$ cat config.mk
export PLATFORM = sky130hd
export DESIGN_NAME = pkt_rule_matcher
export DESIGN_NICKNAME = d
export VERILOG_FILES = /design/src/rtl/pkt_rule_pkg.sv /design/src/rtl/pkt_rule_table.sv /design/src/rtl/pkt_rule_match.sv /design/src/rtl/pkt_rule_matcher.sv
export SDC_FILE = /design/constraint.sdc
export NUM_CORES = 1
export LEC_CHECK = 0
export ABC_AREA = 1
export BUFFER_PORTS_ARGS = -buffer_cell sky130_fd_sc_hd__buf_4
export CORE_UTILIZATION = 46
export DETAILED_ROUTE_END_ITERATION = 12
export PLACE_DENSITY = 0.74
export SLEW_MARGIN = 20
export SYNTH_ARGS = -nofsm -noshare
export SYNTH_HDL_FRONTEND = slang
export SYNTH_HIERARCHICAL = 1
export SYNTH_SLANG_ARGS = --single-unit
$ cat constraint.sdc
create_clock -name clk -period 1.6 [get_ports clk]
set_input_delay 0.16 -clock clk [delete_from_list [all_inputs] [get_ports clk]]
set_output_delay 0.16 -clock clk [all_outputs]
set_load 0.01 [all_outputs]
$ cat src/rtl/pkt_rule_pkg.sv
package pkt_rule_pkg;

    localparam int ID_W      = 5;
    localparam int NUM_SLOTS = 4;
    localparam int TAG_W     = 3;
    localparam int HDR_W     = 32;
    localparam int SLOT_W    = (NUM_SLOTS > 1) ? $clog2(NUM_SLOTS) : 1;

    typedef logic [ID_W-1:0]   pkt_id_t;
    typedef logic [TAG_W-1:0]  tag_t;
    typedef logic [SLOT_W-1:0] slot_idx_t;
    typedef logic [HDR_W-1:0]  hdr_word_t;

    typedef struct packed {
        logic    valid;
        pkt_id_t mask;
        pkt_id_t value;
        tag_t    tag;
    } rule_t;

    typedef struct packed {
        logic      hit;
        slot_idx_t slot;
        tag_t      tag;
    } lookup_t;

    // Masked-equality test of one rule against one packet ID.
    function automatic logic rule_accepts(rule_t r, pkt_id_t id);
        return r.valid && ((id & r.mask) == r.value);
    endfunction

    // Packet ID field of a header word.
    function automatic pkt_id_t header_to_id(hdr_word_t h);
        return h[ID_W-1:0];
    endfunction

endpackage

$ cat src/rtl/pkt_rule_table.sv
module pkt_rule_table
    import pkt_rule_pkg::*;
#(
    parameter int SLOTS = NUM_SLOTS
) (
    input  logic                  clk,
    input  logic                  rst,
    input  logic                  wr_en,
    input  slot_idx_t             wr_slot,
    input  rule_t                 wr_rule,
    output rule_t [SLOTS-1:0]     rules
);

    // One register per slot; a write touches only the addressed slot.
    for (genvar s = 0; s < SLOTS; s++) begin : g_slot
        always_ff @(posedge clk) begin
            if (rst) begin
                rules[s] <= '0;
            end else if (wr_en && (wr_slot == slot_idx_t'(s))) begin
                rules[s] <= wr_rule;
            end
        end
    end

    // the addressed slot takes the written rule on the next cycle
    assert_write_lands_R9: assert property (@(posedge clk) disable iff (rst)
        wr_en |=> (rules[$past(wr_slot)] == $past(wr_rule)));

endmodule

$ cat src/rtl/pkt_rule_match.sv
module pkt_rule_match
    import pkt_rule_pkg::*;
#(
    parameter int SLOTS = NUM_SLOTS
) (
    input  rule_t [SLOTS-1:0] rules,
    input  pkt_id_t           id,
    output lookup_t           result
);

    logic [SLOTS-1:0] slot_hit;
    logic [SLOTS-1:0] grant;

    // Per-slot compare and strict lowest-index priority.
    for (genvar s = 0; s < SLOTS; s++) begin : g_cmp
        assign slot_hit[s] = rule_accepts(rules[s], id);
        if (s == 0) begin : g_first
            assign grant[s] = slot_hit[s];
        end else begin : g_rest
            assign grant[s] = slot_hit[s] && !(|slot_hit[s-1:0]);
        end
    end

    // Encode the single granted slot; all-zero fields on a miss.
    always_comb begin
        result = '0;
        for (int s = 0; s < SLOTS; s++) begin
            if (grant[s]) begin
                result.hit  = 1'b1;
                result.slot = slot_idx_t'(s);
                result.tag  = result.tag | rules[s].tag;
            end
        end
    end

    // at most one slot wins, and a win exists whenever any slot matches
    always_comb begin
        assert_single_winner_R4: assert ($onehot0(grant));
        assert_win_if_any_R4: assert ((|grant) == (|slot_hit));
    end

endmodule

$ cat src/rtl/pkt_rule_matcher.sv
module pkt_rule_matcher
    import pkt_rule_pkg::*;
(
    input  logic             clk,
    input  logic             rst,
    input  logic             cfg_we,
    input  logic [SLOT_W-1:0] cfg_slot,
    input  logic [ID_W-1:0]  cfg_mask,
    input  logic [ID_W-1:0]  cfg_value,
    input  logic [TAG_W-1:0] cfg_tag,
    input  logic             cfg_valid,
    input  logic             hdr_valid,
    output logic             hdr_ready,
    input  logic [HDR_W-1:0] hdr_data,
    output logic             res_valid,
    output logic             res_hit,
    output logic             res_miss,
    output logic [TAG_W-1:0] res_tag,
    output logic [SLOT_W-1:0] res_slot
);

    rule_t                  wr_rule;
    rule_t [NUM_SLOTS-1:0]  table_q;
    lookup_t                lookup_d;
    lookup_t                lookup_q;
    logic                   res_v_q;
    logic                   accept;

    assign wr_rule   = '{valid: cfg_valid, mask: cfg_mask, value: cfg_value, tag: cfg_tag};
    assign hdr_ready = !rst;
    assign accept    = hdr_valid && hdr_ready;

    pkt_rule_table #(.SLOTS(NUM_SLOTS)) u_table (
        .clk     (clk),
        .rst     (rst),
        .wr_en   (cfg_we),
        .wr_slot (cfg_slot),
        .wr_rule (wr_rule),
        .rules   (table_q)
    );

    pkt_rule_match #(.SLOTS(NUM_SLOTS)) u_match (
        .rules  (table_q),
        .id     (header_to_id(hdr_data)),
        .result (lookup_d)
    );

    // Single result stage: the lookup sees the table before any same-cycle write.
    always_ff @(posedge clk) begin
        if (rst) begin
            res_v_q  <= 1'b0;
            lookup_q <= '0;
        end else begin
            res_v_q <= accept;
            if (accept) begin
                lookup_q <= lookup_d;
            end
        end
    end

    assign res_valid = res_v_q;
    assign res_hit   = res_v_q && lookup_q.hit;
    assign res_miss  = res_v_q && !lookup_q.hit;
    assign res_tag   = res_v_q ? lookup_q.tag  : '0;
    assign res_slot  = res_v_q ? lookup_q.slot : '0;

    // one result per accepted header, exactly one cycle later
    assert_accept_gives_result_R6: assert property (@(posedge clk) disable iff (rst)
        accept |=> res_valid);
    assert_no_result_without_accept_R6: assert property (@(posedge clk) disable iff (rst)
        !accept |=> !res_valid);
    // hit and miss are exclusive and only present with a result
    assert_hit_xor_miss_R10: assert property (@(posedge clk) disable iff (rst)
        res_valid |-> (res_hit != res_miss));
    assert_flags_quiet_R10: assert property (@(posedge clk) disable iff (rst)
        !res_valid |-> (!res_hit && !res_miss));
    // a miss carries zero tag and slot
    assert_miss_fields_zero_R7: assert property (@(posedge clk) disable iff (rst)
        res_miss |-> (res_tag == '0 && res_slot == '0));

endmodule

==> impl_metrics.env <==
export IMPL_status="finished, final reports clean"
export IMPL_finalWeightedCongestion=0.7814
export IMPL_final_cells=670
export IMPL_critPathTopFamily="simple AND/OR/NAND/NOR gates"
export IMPL_r2r_start="u_table/rules[31]$_SDFFE_PP0P_"
export IMPL_syn_avg_cell_area_um2=6.059
export IMPL_critPathCaptureType="flop"
export IMPL_grt_pass1_vias=2836
export IMPL_area_growth_syn_to_layout_pct=17.40
export IMPL_ir_worst_vdd_mv=0.5104
export IMPL_start_kind="flop"
export IMPL_skew_ns=0.004686
export IMPL_track_usage=0.2191
export IMPL_max_stage_delay_ns=0.33
export IMPL_drv_cap=0
export IMPL_yosysWarnings=6
export IMPL_clkTransAtPathRegs_ns=0.07
export IMPL_die_w_um=85.79
export IMPL_synth_largest_area_cell="dfxtp_1"
export IMPL_dp_cells=650
export IMPL_critPathLaunch="u_table/rules[31]$_SDFFE_PP0P_"
export IMPL_cp_data_required_time_ns=1.88
export IMPL_grt_max_degree=57
export IMPL_synth_area_leaders="dfxtp_1 (39%), nand2_1 (19%), nor2_1 (15%)"
export IMPL_route_vias_total=3075
export IMPL_dieHeight_um=85.79
export IMPL_p_per_area_nw_per_um2=909.3
export IMPL_io_pins=61
export IMPL_syn_area_um2=3229
export IMPL_cts_buffers=9
export IMPL_start_util=0.4753
export IMPL_place_area_um2=3562
export IMPL_grt_pass1_wl_um=12580
export IMPL_drc=0
export IMPL_p_leak_nw=2.019
export IMPL_drv_slew=0
export IMPL_portBuffers=33
export IMPL_dpl_worst_slack_ns=0.05901
export IMPL_synth_top_area_frac=0.3905
export IMPL_grt_overflow_total=0
export IMPL_worstHoldStart="cfg_mask[0]"
export IMPL_worst_path_max_delay_cell="dfxtp_1"
export IMPL_fin_ws_ns=0.08073
export IMPL_crit_type="reg -> reg"
export IMPL_cts_htree_levels=3
export IMPL_setup_violations=0
export IMPL_clock_latency_ns=0.34
export IMPL_drt_iter0_markers=166
export IMPL_n_fill_cell=657
export IMPL_antenna_found_initial=0
export IMPL_cts_tree="built"
export IMPL_critical_path_buf_inv_count=1
export IMPL_multi_input_area_um2=1599
export IMPL_maxSlewHeadroom=0.6132
export IMPL_antenna_diode_count=0
export IMPL_finalCritPeriodShare=0.9495
export IMPL_postRouteAntennaNets=0
export IMPL_place_hpwl_um=4893
export IMPL_avgRoutedWirePerCell_um=11.09
export IMPL_nets=621
export IMPL_routed_wirelength_um=7427
export IMPL_hold_slack_ns=0.07937
export IMPL_path_max_fanout=5
export IMPL_cts_max_path_buffers=2
export IMPL_worstPathArrival_ns=1.80
export IMPL_rsz0062_at_grt="yes"
export IMPL_drive_gt1_frac=0.1394
export IMPL_cp_cell_sequence="inv_1 > nand3_1 > nand2_1 > nor2_1 > nand2_1 > nor2_4 > nor2_2 > nand3_1 > nand2_1 > nor2_1 > nor2_1"
export IMPL_synth_fp_nets=585
export IMPL_drt_pass1_iter_count=4
export IMPL_cts_root_buffer="clkbuf_8"
export IMPL_ys_types=22
export IMPL_stdcell_area_um2=3791
export IMPL_seq_area_um2=1262
export IMPL_timing_final_crit_period_ns=1.519
export IMPL_cts_sinks=63
export IMPL_vias_per_cell=4.590
export IMPL_fmax_mhz=658.2
export IMPL_die_area_um2=7359
export IMPL_ys_seq_elements=63
export IMPL_hold_viol_final=0
export IMPL_row_count=30
export IMPL_ys_seq_area_frac=0.3905
export IMPL_core_um2=6794
export IMPL_tightestPinTransition_ns=0.5796
export IMPL_synthCells=533
export IMPL_final_util=0.5580
export IMPL_hold_class="in -> reg"
stage by stage:
step / TNS (ns) / power (mW)
floorplan: 0 / 2.048
global placement: 0 / 2.201
detailed placement: 0 / 2.220
CTS: 0 / 3.461
global route: -0.04951 / 3.630
finish: 0 / 3.447
worst min-delay path: stages:
cell and delay (ns):
buf_4 0.10, nor2_1 0.04, nor2_1 0.08
cell type report:
type                            count  area share
Timing Repair Buffer               42     0.08713
Clock inverter                      4    0.005281
Multi-Input combinational cell    372      0.4218
Clock buffer                       12     0.04092
Inverter                           81     0.08020
Sequential cell                    63      0.3330
Tap cell                           96     0.03168
cells in the final DEF (no fill, tap or decap), types with 7 or more instances in the layout:
cell type | Yosys | final
dfxtp_1 | 63 | 62
buf_4 | 2 | 40
nand2_1 | 167 | 167
nand3_1 | 30 | 30
a21oi_1 | 14 | 14
o21ai_0 | 7 | 7
inv_1 | 80 | 80
clkbuf_8 | 0 | 11
nor2_1 | 127 | 123
nor2_2 | 5 | 7
sequential cells by signal, indices dropped and copies added (netlist names):
signal,flops
res_valid,1
u_table/rules,56
lookup_q,6
logic make-up (layout without fill, tap and decap cells):
family          Yosys count  in the layout  synth area share
buf+inv                  98            139            0.1205
compound gates           22             22           0.03487
flops                    63             63            0.3905
xor+xnor                  3              3          0.008138
simple gates            347            347            0.4460
power by group:
part,switching (mW),internal (mW),leakage (nW)
clock,0.603,0.636,0.0959
combinational,0.310,0.193,1.41
sequential,0.0517,1.65,0.517
layer usage:
metal,wire length (um),global-route usage,vias up,share of wire
li1,-,-,1649,-
met1,3578,0.2809,1361,0.48
met2,3461,0.3622,52,0.47
met3,268,0.04716,13,0.036
met4,119,0.08333,0,0.016
met5,0,0,-,0
cell usage after synthesis:
master	n
dfxtp_1	63
o211ai_1	1
xor2_1	3
nand2_2	3
nor2_2	5
clkbuf_1	2
nand3b_1	1
nor2_4	3
nand2_1	167
nand3_4	1
nand4_1	4
or2_2	2
a21oi_1	14
buf_1	2
buf_4	2
inv_2	1
nand3_1	30
o21ai_0	7
inv_1	80
nand3_2	4
buf_2	11
nor2_1	127
final timing paths:
path	endpoint	slack (ns)	cells past startpoint
worst max-delay path	lookup_q[1]$_SDFFE_PP0P_	0.08	11
worst min-delay path	u_table/rules[22]$_SDFFE_PP0P_	0.08	3
worst max register to register	lookup_q[1]$_SDFFE_PP0P_	0.08	11
worst min register to register	u_table/rules[9]$_SDFFE_PP0P_	0.49	2
repair_timing:
| item | CTS | global route |
|---|---|---|
| resized for setup | 0 | 7 |
| setup endpoints to repair | 0 | 6 |
| buffers inserted | 0 | 3 |
| endpoints found under the hold margin | 1 | 0 |
| hold buffers | 1 | 0 |
No activity file was read; power rests on OpenSTA's default activity.
